$ cat src/rtl/fbrg_pkg.sv
package fbrg_pkg;
    localparam int CD_W    = 16;
    localparam int FP_W    = 3;
    localparam int RATIO_W = 11;

    typedef enum logic [1:0] {
        SRC_SYS = 2'd0,
        SRC_PRE = 2'd1,
        SRC_RSV = 2'd2,
        SRC_EXT = 2'd3
    } src_e;

    typedef enum logic [1:0] {
        ST_IDLE,
        ST_COUNT,
        ST_STRETCH,
        ST_PASS
    } div_st_e;

    typedef struct packed {
        src_e                 sel;
        logic [CD_W-1:0]      cd;
        logic [FP_W-1:0]      fp;
        logic                 ovs8;
        logic                 sync;
        logic                 sc;
        logic [RATIO_W-1:0]   ratio;
    } cfg_t;
endpackage

$ cat src/rtl/fbrg_src.sv
module fbrg_src import fbrg_pkg::*; #(
    parameter int PRESC_DIV = 8
) (
    input  logic clk,
    input  logic rst_n,
    input  src_e sel,
    input  logic ext_pin,
    output logic tick,
    output logic ext_rise,
    output logic ext_lvl
);
    localparam int PW = (PRESC_DIV > 1) ? $clog2(PRESC_DIV) : 1;

    logic [PW-1:0] pre_cnt;
    logic          pre_tick;
    logic [2:0]    sync_ff;

    assign pre_tick = (pre_cnt == PW'(PRESC_DIV - 1));

    always_ff @(posedge clk or negedge rst_n) begin
        if (!rst_n) begin
            pre_cnt <= '0;
            sync_ff <= '0;
        end else begin
            pre_cnt <= pre_tick ? '0 : pre_cnt + 1'b1;
            sync_ff <= {sync_ff[1:0], ext_pin};
        end
    end

    assign ext_lvl  = sync_ff[1];
    assign ext_rise = sync_ff[1] & ~sync_ff[2];

    always_comb begin
        unique case (sel)
            SRC_SYS: tick = 1'b1;
            SRC_PRE: tick = pre_tick;
            SRC_RSV: tick = 1'b0;
            SRC_EXT: tick = ext_rise;
        endcase
    end

    // a synchronised pin edge lasts one cycle
    p_rise_single_r6: assert property (@(posedge clk) disable iff (!rst_n)
        ext_rise |=> !ext_rise);
endmodule

$ cat src/rtl/fbrg_frac_div.sv
module fbrg_frac_div import fbrg_pkg::*; (
    input  logic               clk,
    input  logic               rst_n,
    input  cfg_t               cfg_in,
    input  logic               tick,
    output src_e               cur_sel,
    output logic               cur_sync,
    output logic               cur_sc,
    output logic               cur_ovs8,
    output logic               cur_odd_sys,
    output logic [RATIO_W-1:0] cur_ratio,
    output div_st_e            st,
    output logic               per_end,
    output logic               lvl_q
);
    cfg_t            cfg_q, cfg_n;
    div_st_e         st_n;
    logic [CD_W-1:0] pos, pos_n;
    logic [FP_W-1:0] acc, acc_n, fp_eff, acc_base;
    logic [FP_W:0]   acc_sum;
    logic            stretch_q, stretch_n;
    logic            last_tick, div_end, reload, pass_w, off_w, lvl_n;

    assign last_tick = tick && (pos == cfg_q.cd - 1'b1);

    always_comb begin
        unique case (st)
            ST_COUNT:   div_end = last_tick && !stretch_q;
            ST_STRETCH: div_end = tick;
            default:    div_end = 1'b0;
        endcase
    end

    assign per_end  = div_end || (st == ST_PASS && tick);
    assign reload   = (st == ST_IDLE) || (st == ST_PASS) || div_end;
    assign pass_w   = cfg_in.sync && (cfg_in.sel == SRC_EXT);
    assign off_w    = (cfg_in.sel == SRC_RSV) || (cfg_in.cd == '0);
    assign fp_eff   = (cfg_in.sync || cfg_in.sc) ? '0 : cfg_in.fp;
    assign acc_base = (st == ST_COUNT || st == ST_STRETCH) ? acc : '0;
    assign acc_sum  = {1'b0, acc_base} + {1'b0, fp_eff};

    // next-state process
    always_comb begin
        st_n      = st;
        pos_n     = pos;
        acc_n     = acc;
        stretch_n = stretch_q;
        cfg_n     = cfg_q;
        if (reload) begin
            cfg_n = cfg_in;
            pos_n = '0;
            if (pass_w) begin
                st_n = ST_PASS;  acc_n = '0; stretch_n = 1'b0;
            end else if (off_w) begin
                st_n = ST_IDLE;  acc_n = '0; stretch_n = 1'b0;
            end else begin
                st_n      = ST_COUNT;
                acc_n     = acc_sum[FP_W-1:0];
                stretch_n = acc_sum[FP_W];
            end
        end else begin
            unique case (st)
                ST_COUNT: if (tick) begin
                    if (last_tick) st_n = ST_STRETCH;
                    else           pos_n = pos + 1'b1;
                end
                default: ;
            endcase
        end
        lvl_n = (st_n == ST_COUNT) && cfg_n.sync && (pos_n < (cfg_n.cd >> 1));
    end

    // state register process
    always_ff @(posedge clk or negedge rst_n) begin
        if (!rst_n) begin
            st        <= ST_IDLE;
            pos       <= '0;
            acc       <= '0;
            stretch_q <= 1'b0;
            cfg_q     <= '0;
            lvl_q     <= 1'b0;
        end else begin
            st        <= st_n;
            pos       <= pos_n;
            acc       <= acc_n;
            stretch_q <= stretch_n;
            cfg_q     <= cfg_n;
            lvl_q     <= lvl_n;
        end
    end

    assign cur_sel     = cfg_q.sel;
    assign cur_sync    = cfg_q.sync;
    assign cur_sc      = cfg_q.sc;
    assign cur_ovs8    = cfg_q.ovs8;
    assign cur_ratio   = cfg_q.ratio;
    assign cur_odd_sys = cfg_q.cd[0] && (cfg_q.sel == SRC_SYS);

    p_pos_bound_r2: assert property (@(posedge clk) disable iff (!rst_n)
        (st == ST_COUNT) |-> (pos < cfg_q.cd));
    p_stretch_once_r2: assert property (@(posedge clk) disable iff (!rst_n)
        (st == ST_STRETCH && tick) |=> (st != ST_STRETCH));
    p_no_frac_r4: assert property (@(posedge clk) disable iff (!rst_n)
        (cfg_q.sync || cfg_q.sc) |-> (st != ST_STRETCH));
    p_rsv_idle_r1: assert property (@(posedge clk) disable iff (!rst_n)
        (cfg_q.sel == SRC_RSV) |-> (st == ST_IDLE));
    p_zero_quiet_r10: assert property (@(posedge clk) disable iff (!rst_n)
        (cfg_q.cd == '0 && st != ST_PASS) |-> !per_end);
    p_cfg_hold_r11: assert property (@(posedge clk) disable iff (!rst_n)
        (st == ST_COUNT && !per_end) |=> $stable(cfg_q));
endmodule

$ cat src/rtl/fbrg_bit_div.sv
module fbrg_bit_div import fbrg_pkg::*; (
    input  logic               clk,
    input  logic               rst_n,
    input  div_st_e            st,
    input  logic               per_end,
    input  logic               cur_sync,
    input  logic               cur_sc,
    input  logic               cur_ovs8,
    input  logic               cur_odd_sys,
    input  logic [RATIO_W-1:0] cur_ratio,
    input  logic               lvl_q,
    input  logic               ext_lvl,
    output logic               samp_en,
    output logic               baud_en,
    output logic               sck_out
);
    logic [RATIO_W-1:0] limit, bcnt;
    logic               wrap, lvl_neg;

    always_comb begin
        if (cur_sync)      limit = RATIO_W'(1);
        else if (cur_sc)   limit = cur_ratio;
        else if (cur_ovs8) limit = RATIO_W'(8);
        else               limit = RATIO_W'(16);
    end

    assign wrap = (bcnt >= limit - 1'b1);

    always_ff @(posedge clk or negedge rst_n) begin
        if (!rst_n) begin
            bcnt    <= '0;
            samp_en <= 1'b0;
            baud_en <= 1'b0;
        end else begin
            samp_en <= per_end;
            baud_en <= per_end && (limit != '0) && wrap;
            if (st == ST_IDLE)  bcnt <= '0;
            else if (per_end)   bcnt <= wrap ? '0 : bcnt + 1'b1;
        end
    end

    // half-cycle copy used to balance odd divisors on the system clock
    always_ff @(negedge clk or negedge rst_n) begin
        if (!rst_n) lvl_neg <= 1'b0;
        else        lvl_neg <= lvl_q;
    end

    always_comb begin
        if (st == ST_PASS)    sck_out = ext_lvl;
        else if (cur_odd_sys) sck_out = lvl_q | lvl_neg;
        else                  sck_out = lvl_q;
    end

    p_baud_on_samp_r3: assert property (@(posedge clk) disable iff (!rst_n)
        baud_en |-> samp_en);
    p_sync_equal_r5: assert property (@(posedge clk) disable iff (!rst_n)
        (samp_en && $past(cur_sync)) |-> baud_en);
endmodule

$ cat src/rtl/fbrg_top.sv
module fbrg_top import fbrg_pkg::*; #(
    parameter int PRESC_DIV = 8
) (
    input  logic        clk,
    input  logic        rst_n,
    input  logic [1:0]  clk_sel,
    input  logic [15:0] div_int,
    input  logic [2:0]  div_frac,
    input  logic        ovs8,
    input  logic        sync_mode,
    input  logic        card_mode,
    input  logic [10:0] card_ratio,
    input  logic        ext_sck_in,
    output logic        samp_en,
    output logic        baud_en,
    output logic        sck_out
);
    cfg_t               cfg_in;
    src_e               cur_sel;
    logic               cur_sync, cur_sc, cur_ovs8, cur_odd_sys;
    logic [RATIO_W-1:0] cur_ratio;
    div_st_e            st;
    logic               tick, ext_rise, ext_lvl, per_end, lvl_q;

    always_comb begin
        cfg_in.sel   = src_e'(clk_sel);
        cfg_in.cd    = div_int;
        cfg_in.fp    = div_frac;
        cfg_in.ovs8  = ovs8;
        cfg_in.sync  = sync_mode;
        cfg_in.sc    = card_mode;
        cfg_in.ratio = card_ratio;
    end

    fbrg_src #(.PRESC_DIV(PRESC_DIV)) u_src (
        .clk(clk), .rst_n(rst_n), .sel(cur_sel), .ext_pin(ext_sck_in),
        .tick(tick), .ext_rise(ext_rise), .ext_lvl(ext_lvl)
    );

    fbrg_frac_div u_div (
        .clk(clk), .rst_n(rst_n), .cfg_in(cfg_in), .tick(tick),
        .cur_sel(cur_sel), .cur_sync(cur_sync), .cur_sc(cur_sc),
        .cur_ovs8(cur_ovs8), .cur_odd_sys(cur_odd_sys), .cur_ratio(cur_ratio),
        .st(st), .per_end(per_end), .lvl_q(lvl_q)
    );

    fbrg_bit_div u_bit (
        .clk(clk), .rst_n(rst_n), .st(st), .per_end(per_end),
        .cur_sync(cur_sync), .cur_sc(cur_sc), .cur_ovs8(cur_ovs8),
        .cur_odd_sys(cur_odd_sys), .cur_ratio(cur_ratio),
        .lvl_q(lvl_q), .ext_lvl(ext_lvl),
        .samp_en(samp_en), .baud_en(baud_en), .sck_out(sck_out)
    );

    // external ticks only reach the divider through the synchroniser
    p_ext_tick_r6: assert property (@(posedge clk) disable iff (!rst_n)
        (cur_sel == SRC_EXT && tick) |-> $past(ext_lvl) == 1'b0);
endmodule

$ cat config.mk
export PLATFORM = sky130hd
export DESIGN_NAME = fbrg_top
export DESIGN_NICKNAME = d
export VERILOG_FILES = /design/src/rtl/fbrg_pkg.sv /design/src/rtl/fbrg_src.sv /design/src/rtl/fbrg_frac_div.sv /design/src/rtl/fbrg_bit_div.sv /design/src/rtl/fbrg_top.sv
export SDC_FILE = /design/constraint.sdc
export NUM_CORES = 1
export LEC_CHECK = 0
export ABC_AREA = 1
export ABC_CLOCK_PERIOD_IN_PS = 4100
export CAP_MARGIN = 20
export CORE_MARGIN = 2
export CORE_UTILIZATION = 30
export CTS_CLUSTER_SIZE = 30
export DETAILED_ROUTE_END_ITERATION = 8
export SLEW_MARGIN = 0
export SYNTH_ARGS = -nofsm -noshare
export SYNTH_HDL_FRONTEND = slang
export SYNTH_SLANG_ARGS = --single-unit
$ cat constraint.sdc
create_clock -name clk -period 4.1 [get_ports clk]
set_input_delay 0.615 -clock clk [delete_from_list [all_inputs] [get_ports clk]]
set_output_delay 0.615 -clock clk [all_outputs]
set_load 0.01 [all_outputs]
After elaboration in Yosys (flattened, before gate mapping)
Index checks and enable logic that the tools add are counted.
{"block": "word_totals", "register_bits": 78, "in_bits": 38, "out_inout_bits": 3, "wordCells": 90}
{"block": "op_classes", "n_addsub": 6, "magnitude_cmp": 2, "n_eq_ne": 11, "muxes": 28, "n_bitwise": 3, "n_reduce_logical": 21}
{"cell": "$mux W16", "n": 4}
{"cell": "$mux W11", "n": 5}
{"cell": "$mux W33", "n": 1}
{"cell": "$add A16 B1 Y16 const B", "n": 1}
{"cell": "$eq A16 B16 Y1", "n": 1}
{"cell": "$logic_not A16 Y1", "n": 1}
{"cell": "$lt A16 B15 Y1", "n": 1}
{"cell": "$sub A16 B1 Y16 const B", "n": 1}
{"cell": "$mux W3", "n": 5}
{"cell": "$eq A2 B2 Y1 const B", "n": 6}
{"cell": "$add A11 B1 Y11 const B", "n": 1}
{"cell": "$ge A11 B11 Y1", "n": 1}
{"cell": "$reduce_bool A11 Y1", "n": 1}
{"cell": "$sub A11 B1 Y11 const B", "n": 1}
{"cell": "$mux W2", "n": 5}
{"cell": "$logic_and A1 B1 Y1", "n": 9}
{"cell": "$eq A2 B1 Y1 const B", "n": 3}
{"cell": "$logic_or A1 B1 Y1", "n": 6}
{"cell": "$mux W1", "n": 5}
{"cell": "$mux W5", "n": 1}
{"cell": "$add A3 B3 Y4", "n": 1}
{"cell": "$logic_not A2 Y1", "n": 2}
{"cell": "$pmux W1 S4", "n": 1}
{"cell": "$add A3 B1 Y3 const B", "n": 1}
{"cell": "other kinds (7)", "n": 7}

Longest topological paths before layout
Gate-level depths: netlist of the first run.
{"block": "logic_depth", "ltp_word": 11, "mapped_depth": 28, "ltp_nobuf": 28}

Hierarchy
Synthesis of the first run repeated with hierarchy kept, for this count alone.
{"block": "unflattened", "hier_cells": 713, "area_unflattened_um2": 5210.0}
{"module": "fbrg_frac_div", "instances": 1, "cells_per_inst": 506, "area_per_inst_um2": 3722.3, "seq_area_each_um2": 1376.3}
{"module": "fbrg_bit_div", "instances": 1, "cells_per_inst": 188, "area_per_inst_um2": 1268.7, "seq_area_each_um2": 350.3}
{"module": "fbrg_src", "instances": 1, "cells_per_inst": 19, "area_per_inst_um2": 219.0, "seq_area_each_um2": 150.1}

==> summary.md, run 1 <==
| Metric | Value |
|---|---|
| Status | `finished, final reports clean` |
| HP Class | `input port to asynchronous set/reset pin` |
| Pin count of the biggest net entering global routing | `54` |
| Worst-Margin Slew | `717 ps` |
| Slew headroom | `52.2%` |
| Synth Register Bits | `75` |
| Dominant cells by area after synthesis | `dfrtp_1, nand2_1, ha_1` |
| Cell taking the most area after synthesis | `dfrtp_1` |
| Layout cells sized above 1 | `9.58%` |
| Commonest cells post-synth | `nand2_1, inv_1, dfrtp_1` |
| IO buf count | `40` |
| Drt drc | `0` |
| Fin nets | `782` |
| Initial antenna violation count | `0` |
| Synth warn | `0` |
| Asr flop ratio synth | `100%` |
| Dpl cell area | `0.00568 mm²` |
| Post-synth net total | `735` |
| Ports | `41` |
| Placed wire-length estimate | `9140 µm` |
| Final setup viols | `0` |
| RD Place Congestion | `0.852` |
| Total CTS buffers | `9` |
| Hold violation count in the final report | `0` |
| Cts hold-fix bufs | `0` |
| Synth unique cells | `51` |
| Area growth from synthesis to layout | `19.2%` |
| Worst EP arrival | `3350 ps` |
| RSZ-0062 raised after global routing | `no` |
| Vias | `4223` |
| CTS H-tree lvls | `3` |
| Synth Flop Type | `dfrtp_1` |
| Leak | `2.90 nW` |
| Crit. End Element | `primary output` |
| Root Buffer | `clkbuf_16` |
| Die Ht | `133 µm` |
| First-pass GRT wire length | `20300 µm` |
| Number of antenna-violating nets in the routed design | `0` |
| Ant. Diodes | `0` |
| Grt total ovfl | `0` |
| CP startpoint kind | `flip-flop` |
| Average cell area after synthesis | `7.64 µm²` |
| Post-Syn Instances | `658` |
| Worst Path Required | `3480 ps` |
| Initial Utilization | `30.5%` |
| Row cnt | `47` |
| Gate power share | `54.2%` |
| Switch Pwr | `0.00197 W` |
| Clock share of power | `18.6%` |
| Reg power frac | `27.2%` |
| Clk buf depth | `2` |
| Post-synth EDFFs | `0` |
| Int Pwr | `0.00227 W` |
| Core area | `0.0165 mm²` |
| Seq/Total Area, Yosys | `37.3%` |
| Mapped Area | `0.00503 mm²` |
| Worst setup path class | `flip-flop to primary output` |
| First DRT Iteration DRCs | `205` |
| Maxcap violations | `0` |
| VDD IR max | `0.367 mV` |
| Worst skew pair latency | `340 ps` |
| Power Dens Cells | `707 mW/mm²` |
| Drt wl/cell | `12.8 µm` |
| CTS tree | `built` |
| Skew final | `4.77 ps` |
| Drt pass-1 iters | `4` |
| Switching Share | `46.5%` |
| Die Wd | `133 µm` |
| Total track usage | `14.3%` |
| Vias in the first global route | `4168` |
| WL final | `11900 µm` |
| CP max FO | `1` |
| CTS sink count | `75` |
| Slew Limit Fails | `0` |
| Vias per Instance | `4.54` |
| Clock transition at path regs | `50 ps` |
| Fill cell count | `1734` |
| Most frequent cell after synthesis | `nand2_1` |
| Total Negative Setup Slacks | `0 ps` |
| Die area | `0.0178 mm²` |
| Post-synth top area share | `36.8%` |
| Design Area, Final | `0.00599 mm²` |
-- metrics by stage --
stage               hold WS [ps]  total power (W)  util [%]  setup slack, ps  std cells
finish                       160          0.00424      36.4              134        930
global route                 180          0.00468      36.4             34.9        930
detailed placement           342          0.00346      34.5              171        912
global placement             340          0.00343      34.5              241        912
floorplan                    319          0.00290         -              678        658
CTS                          168          0.00426      36.2              133        928
-- critical path, cell delays in order, from the launching register on --
cell           delay (ps)
dfrtn_1               400
a41oi_1               110
o21ai_1               160
dlygate4sd2_1         280
-- state kept, by name (all words and copies together) (netlist names), 2 cells and up --
register / cells
u_div.cfg_q: 16
u_div.pos: 16
u_bit.bcnt: 11
u_div.cur_ratio: 11
u_div.acc: 3
u_src.pre_cnt: 3
u_src.sync_ff: 3
u_div.cur_sel: 2
u_div.st: 2
-- routing by layer --
metal / routed length, µm / vias up / track usage, %
met5: 0 / - / 0
met4: 77 / 0 / 3.84
met3: 410 / 7 / 3.16
met2: 5480 / 57 / 23.3
met1: 5920 / 1954 / 19.1
li1: - / 2205 / -
-- final timing paths --
kind | start | endpoint | slack, ps | cells past startpoint
min in group clk | u_src.sync_ff[0] | u_src.sync_ff[1] | 350 | 0
max in group asynchronous | rst_n | u_bit.lvl_neg | 1750 | 1
worst min register to register | u_src.sync_ff[0] | u_src.sync_ff[1] | 350 | 0
worst min-delay path | rst_n | u_div.cur_sel[1] | 160 | 1
worst max register to register | u_src.pre_cnt[0] | u_div.lvl_q | 470 | 21
worst max-delay path | u_bit.lvl_neg | sck_out | 130 | 3
-- final cells by class --
cell class                      count  area, µm²  area share, %
Inverter                           94        354           5.91
Clock inverter                      2       35.0          0.584
Multi-Input combinational cell    478       2750           45.9
Tap cell                          220        275           4.59
Sequential cell                    75       1880           31.3
Timing Repair Buffer               47        449           7.49
Clock buffer                       14        254           4.24
-- what timing repair did --
| action | 4_1_cts | 5_1_grt |
|---|---|---|
| pin swaps | 0 | 1 |
| setup buffers | 0 | 2 |
| gates resized for setup | 2 | 3 |
| endpoints found under the setup margin | 1 | 1 |
-- placed cells by master (no fill, tap or decap), types with 3 or more instances in the layout --
master           instances
o22ai_1                  6
inv_2                   15
or2_2                    4
clkdlybuf4s50_1         38
dfrtp_1                 74
ha_1                    38
xnor2_1                 11
nand3_1                 28
xor2_1                  20
clkbuf_1                 4
inv_1                   78
nand3b_1                 3
nor2_4                   5
o21ai_0                 22
nor3_1                   3
nand4_1                  5
nor4_1                   7
o21ai_1                 20
nor2_1                  66
a21oi_1                 23
nand2_1                173
nand2_2                  3
nand3_2                  3
buf_4                    8
clkbuf_16                9
nor2_2                   6
-- power groups by stage --
stage	Combinational [W]	Clock, W	Sequential, W
after floorplan	0.00179	0	0.00111
after global placement	0.00227	0	0.00116
after detailed placement	0.00230	0	0.00116
after CTS	0.00231	0.000804	0.00115
after global routing	0.00266	0.000836	0.00119
final	0.00230	0.000789	0.00115
-- kinds of logic (layout without fill, tap and decap cells) --
logic type                 count (synthesis)  count (layout)  synth area share [%]
DFF                                       75              75                  37.3
adders and majority gates                 39              39                  9.85
and+or+nand+nor                          320             320                  28.9
buffers and inverters                    105             157                  8.31
AOI/OAI and AO/OA                         88              88                  10.2
xor gates and xnor gates                  31              31                  5.40
Power figures use the tool's default switching activity.
==> inputs of run 2 (changes only) <==
--- a/config.mk
+++ b/config.mk
@@ -12,6 +12,7 @@
 export CORE_UTILIZATION = 30
 export CTS_CLUSTER_SIZE = 30
 export DETAILED_ROUTE_END_ITERATION = 8
+export SKIP_CTS_REPAIR_TIMING = 1
 export SLEW_MARGIN = 0
 export SYNTH_ARGS = -nofsm -noshare
 export SYNTH_HDL_FRONTEND = slang
==> run 2 against run 1 <==
Compared with the run above:
- non-clock buffer count is the same
- routed wire length is essentially flat
- largest power group unchanged
- flip-flop and latch count stayed put
- first-iteration DRC count did not move
- register-to-register slack barely moved
- worst setup slack gained 110 ps
- highest routed layer unchanged
- global-route usage stayed put
- design area about the same
==> summary.md, run 2 (synthesis results as in run 1) <==
| Metric | Value |
|---|---|
| Worst setup path class | `flip-flop to primary output (unchanged)` |
| Core area | `0.0165 mm² (unchanged)` |
| Clk buf depth | `2 (unchanged)` |
| CP max FO | `1 (unchanged)` |
| Dpl ws | `171 ps (unchanged)` |
| CP startpoint kind | `flip-flop (unchanged)` |
| Initial antenna violation count | `0 (unchanged)` |
| Placed wire-length estimate | `9140 µm (unchanged)` |
| Vias in the first global route | `4168 (unchanged)` |
| Power Dens Cells | `708 mW/mm² (was 707 mW/mm²)` |
| Flop-to-flop setup slack | `470 ps (about the same)` |
| Int Pwr | `0.00227 W (about the same)` |
| Worst skew pair latency | `340 ps (about the same)` |
| Number of antenna-violating nets in the routed design | `0 (unchanged)` |
| Fin worst setup slack | `242 ps (was 134 ps)` |
| Drt pass-1 iters | `5 (was 4)` |
| Hold_ws | `160 ps (about the same)` |
| Most frequent cells in the layout | `nand2_1, inv_1, dfrtp_1 (unchanged)` |
| RD Place Congestion | `0.852 (unchanged)` |
| Vias per Instance | `4.55 (was 4.54)` |
| Clock transition at path regs | `50 ps (about the same)` |
| Clock share of power | `18.6% (about the same)` |
| Die area | `0.0178 mm² (unchanged)` |
| CTS sink count | `75 (unchanged)` |
| Drt drc | `0 (unchanged)` |
| Root Buffer | `clkbuf_16 (unchanged)` |
| Hold violation count in the final report | `0 (unchanged)` |
| Dpl cell area | `0.00568 mm² (unchanged)` |
| Grt total ovfl | `0 (unchanged)` |
| Ports | `41 (unchanged)` |
| Design Area, Final | `0.00600 mm² (was 0.00599 mm²)` |
| Worst Path Required | `3480 ps (about the same)` |
| Top Registers | `u_div.cfg_q: 16 flops, u_div.pos: 16 flops (unchanged)` |
| Area growth from synthesis to layout | `19.3% (was 19.2%)` |
| Row cnt | `47 (unchanged)` |
| Crit. End Element | `primary output (unchanged)` |
| Slew headroom | `52.2% (about the same)` |
| Layout cells sized above 1 | `9.58% (unchanged)` |
| Worst EP arrival | `3240 ps (was 3350 ps)` |
| First-pass GRT wire length | `20300 µm (unchanged)` |
| Switching Share | `46.5% (about the same)` |
| IO buf count | `40 (unchanged)` |
| R2R depth | `21 (unchanged)` |
| CTS H-tree lvls | `3 (unchanged)` |
| Vias | `4234 (was 4223)` |
| Reg power frac | `27.2% (about the same)` |
| WL final | `11900 µm (about the same)` |
| Worst-Margin Slew | `716 ps (was 717 ps)` |
| RR Endpoint | `u_div.lvl_q (unchanged)` |
| First DRT Iteration DRCs | `205 (unchanged)` |
| Final setup viols | `0 (unchanged)` |
| VDD IR max | `0.367 mV (about the same)` |
| Die Wd | `133 µm (unchanged)` |
| HP Class | `input port to asynchronous set/reset pin (unchanged)` |
| Pin count of the biggest net entering global routing | `54 (unchanged)` |
| CTS tree | `built (unchanged)` |
| Status | `finished, final reports clean (unchanged)` |
| Gate power share | `54.2% (about the same)` |
| RSZ-0062 raised after global routing | `no (unchanged)` |
| Leak | `2.91 nW (was 2.90 nW)` |
| Die Ht | `133 µm (unchanged)` |
| Switch Pwr | `0.00197 W (about the same)` |
| Total track usage | `14.3% (unchanged)` |
| Skew final | `4.81 ps (was 4.77 ps)` |
| Ant. Diodes | `0 (unchanged)` |
| Slew Limit Fails | `0 (unchanged)` |
| R2R Path Start | `u_src.pre_cnt[0] (unchanged)` |
| Commonest non-fill, non-tap cell in the layout | `nand2_1 (unchanged)` |
| Maxcap violations | `0 (unchanged)` |
| Total CTS buffers | `9 (unchanged)` |
| Initial Utilization | `30.5% (unchanged)` |
| Drt wl/cell | `12.8 µm (about the same)` |
| Fin nets | `782 (unchanged)` |
==> run 2: metal layers <==
layer / global-route usage [%] / vias up / part of all wire (%)
li1: - / 2207 / -
met1: 19.1 / 1961 / 50
met2: 23.3 / 59 / 46
met3: 3.16 / 7 / 3.5
met4: 3.84 / 0 / 0.65
met5: 0 / - / 0
==> run 2: critical path: stages (launching register included) <==
cell and delay (ps):
dfrtn_1 400, a41oi_1 110, o21ai_1 160, dlymetal6s2s_1 180
==> run 2: power groups by stage <==
stage	combinational, W	sequential [W]	clock, W
floorplan	0.00179	0.00111	0
global placement	0.00227	0.00116	0
detailed placement	0.00230	0.00116	0
CTS	0.00231	0.00115	0.000804
global route	0.00266	0.00119	0.000836
finish	0.00230	0.00115	0.000789
==> run 2: final cells by class <==
cell class / instances / area, µm²
clock inverters: 2 / 35.0
flip-flops and latches: 75 / 1880
inverters: 94 / 354
clock buffers: 14 / 254
multi-input cells: 478 / 2750
well taps: 220 / 275
repair buffers: 47 / 453
fillers: 1732 / 10500
==> run 2: how the worst max path moves through the flow <==
stage,from,end,slack (ps),cells after the start
4_1_cts,u_bit.lvl_neg,sck_out,-210,3
3_5_place_dp,u_bit.lvl_neg,sck_out,170,3
6_report,u_bit.lvl_neg,sck_out,240,3
3_3_place_gp,u_bit.lvl_neg,sck_out,240,3
2_1_floorplan,u_bit.lvl_neg,sck_out,680,2
5_1_grt,u_div.cfg_q[17],u_div.lvl_q,30,26
==> run 2: per-stage QoR <==
step	util, %	total power [W]	std cells	setup TNS [ps]
6_report	36.4	0.00424	930	0
5_1_grt	36.4	0.00468	930	0
4_1_cts	36.2	0.00427	928	-207
3_5_place_dp	34.5	0.00346	912	0
3_3_place_gp	34.5	0.00343	912	0
2_1_floorplan	-	0.00290	658	0
==> inputs of run 3 (changes only) <==
--- a/config.mk
+++ b/config.mk
@@ -12,6 +12,7 @@
 export CORE_UTILIZATION = 30
 export CTS_CLUSTER_SIZE = 30
 export DETAILED_ROUTE_END_ITERATION = 8
+export GPL_TIMING_DRIVEN = 0
 export SKIP_CTS_REPAIR_TIMING = 1
 export SLEW_MARGIN = 0
 export SYNTH_ARGS = -nofsm -noshare
==> constraint.sdc (replaced) <==
create_clock -name clk -period 4.1 [get_ports clk]
set_input_delay 1.025 -clock clk [delete_from_list [all_inputs] [get_ports clk]]
set_output_delay 1.025 -clock clk [all_outputs]
set_load 0.01 [all_outputs]
==> run 3 against run 2 <==
Compared with the run above:
- the flow now finishes with violations (negative setup slack)
- clock power is 0.5% higher
- flip-flop and latch count stayed put
- combinational power is 6% higher
- global-route usage is 0.68 points higher
- critical path type unchanged
==> summary.md, run 3 (synthesis results as in run 1) <==
| Metric | Value |
|---|---|
| CTS H-tree lvls | `3 (unchanged)` |
| Worst-Margin Slew | `742 ps (was 716 ps)` |
| WL final | `12400 µm (was 11900 µm)` |
| Total CTS buffers | `9 (unchanged)` |
| Clk buf depth | `2 (unchanged)` |
| CP startpoint kind | `flip-flop (unchanged)` |
| Vias | `4266 (was 4234)` |
| Die area | `0.0178 mm² (unchanged)` |
| Slew headroom | `50.1% (was 52.2%)` |
| Fin worst setup slack | `-145 ps (was 242 ps)` |
| Final setup viols | `1 (was 0)` |
| Drt drc | `0 (unchanged)` |
| Area growth from synthesis to layout | `20.7% (was 19.3%)` |
| VDD IR max | `0.390 mV (was 0.367 mV)` |
| RD Place Congestion | `0.870 (was 0.852)` |
| First-pass GRT wire length | `21300 µm (was 20300 µm)` |
| Placed wire-length estimate | `9530 µm (was 9140 µm)` |
| Commonest non-fill, non-tap cell in the layout | `nand2_1 (unchanged)` |
| RSZ-0062 raised after global routing | `yes (was no)` |
| Multi-input gate area | `0.00277 mm² (was 0.00275 mm²)` |
| Worst EP arrival | `3220 ps (was 3240 ps)` |
| Worst Path Required | `3070 ps (was 3480 ps)` |
| HP Class | `flip-flop to flip-flop (was input port to asynchronous set/reset pin)` |
| Reg area | `0.00188 mm² (unchanged)` |
| Total Negative Setup Slacks | `-145 ps (was 0 ps)` |
| Crit. End Element | `primary output (unchanged)` |
| Fill cell count | `1754 (was 1732)` |
| First DRT Iteration DRCs | `216 (was 205)` |
| CTS tree | `built (unchanged)` |
| Vias in the first global route | `4293 (was 4168)` |
| Initial antenna violation count | `0 (unchanged)` |
| Die Ht | `133 µm (unchanged)` |
| Vias per Instance | `4.56 (was 4.55)` |
| Ports | `41 (unchanged)` |
| CTS sink count | `75 (unchanged)` |
| Worst setup path class | `flip-flop to primary output (unchanged)` |
| Most frequent cells in the layout | `nand2_1, inv_1, dfrtp_1 (unchanged)` |
| Ant. Diodes | `0 (unchanged)` |
| Failing checks | `negative setup slack` |
| Slew Limit Fails | `0 (unchanged)` |
| Fin nets | `788 (was 782)` |
| Skew final | `6.17 ps (was 4.81 ps)` |
| Hold violation count in the final report | `0 (unchanged)` |
| Core area | `0.0165 mm² (unchanged)` |
| IO buf count | `40 (unchanged)` |
| Root Buffer | `clkbuf_16 (unchanged)` |
| Leak | `2.92 nW (was 2.91 nW)` |
| Status | `finished, violations left (was finished, final reports clean)` |
| Number of antenna-violating nets in the routed design | `0 (unchanged)` |
| Power Dens Cells | `721 mW/mm² (was 708 mW/mm²)` |
| Layout cells sized above 1 | `11.2% (was 9.58%)` |
| CP max FO | `1 (unchanged)` |
| Total Power | `0.00438 W (was 0.00424 W)` |
| Pin count of the biggest net entering global routing | `58 (was 54)` |
| Grt total ovfl | `0 (unchanged)` |
| Drt pass-1 iters | `4 (was 5)` |
| Worst skew pair latency | `340 ps (about the same)` |
| Total track usage | `14.9% (was 14.3%)` |
| Row cnt | `47 (unchanged)` |
| Maxcap violations | `0 (unchanged)` |
| Initial Utilization | `30.5% (unchanged)` |
| Die Wd | `133 µm (unchanged)` |
| Clock transition at path regs | `60 ps (was 50 ps)` |
| Top Registers | `u_div.cfg_q: 16 flops, u_div.pos: 16 flops (unchanged)` |
| Drt wl/cell | `13.3 µm (was 12.8 µm)` |
-- run 3: final timing paths --
kind,start,endpoint,slack [ps],depth (start not counted)
max in group asynchronous,rst_n,u_bit.lvl_neg,1020,2
min in group asynchronous,rst_n,u_bit.bcnt[6],570,1
worst max-delay path,u_bit.lvl_neg,sck_out,-140,3
worst max register to register,u_div.cfg_q[17],u_div.lvl_q,340,25
worst min-delay path,u_src.sync_ff[0],u_src.sync_ff[1],360,0
worst min register to register,u_src.sync_ff[0],u_src.sync_ff[1],360,0
-- run 3: area by class of cell --
cell class	instances	area share [%]
multi-input combinational	478	45.7
sequential	75	30.9
timing repair buffer	42	7.05
inverter	94	5.84
tap	220	4.54
clock buffer	10	3.77
buffer	11	1.11
clock inverter	6	1.09
-- run 3: where the power goes --
part | switching, W | internal, W
combinational | 0.00156 | 0.000863
sequential | 0.000189 | 0.000966
clock | 0.000322 | 0.000471
total | 0.00208 | 0.00230
-- run 3: worst max-delay path, stage by stage (launching register included) --
cell     delay, ps
dfrtn_1        390
a41oi_2         90
o21ai_2        180
buf_2          160
-- run 3: per-stage QoR --
step / instance area (µm²) / hold slack [ps] / instances / setup slack, ps / util (%)
after floorplan: 5030 / 331 / 658 / 268 / -
after global placement: 5700 / 336 / 918 / -2660 / 34.6
after detailed placement: 5730 / 344 / 919 / -361 / 34.8
after CTS: 6020 / 358 / 935 / -727 / 36.6
after global routing: 6070 / 363 / 936 / -193 / 36.8
final: 6070 / 355 / 936 / -145 / 36.8
-- run 3: per-layer routing --
layer / track usage, % / up-vias / part of all wire (%)
met2: 24.5 / 61 / 47
met3: 3.16 / 13 / 4.1
met1: 20.4 / 1971 / 48
met5: 0 / - / 0
li1: - / 2221 / -
met4: 3.01 / 0 / 1.2
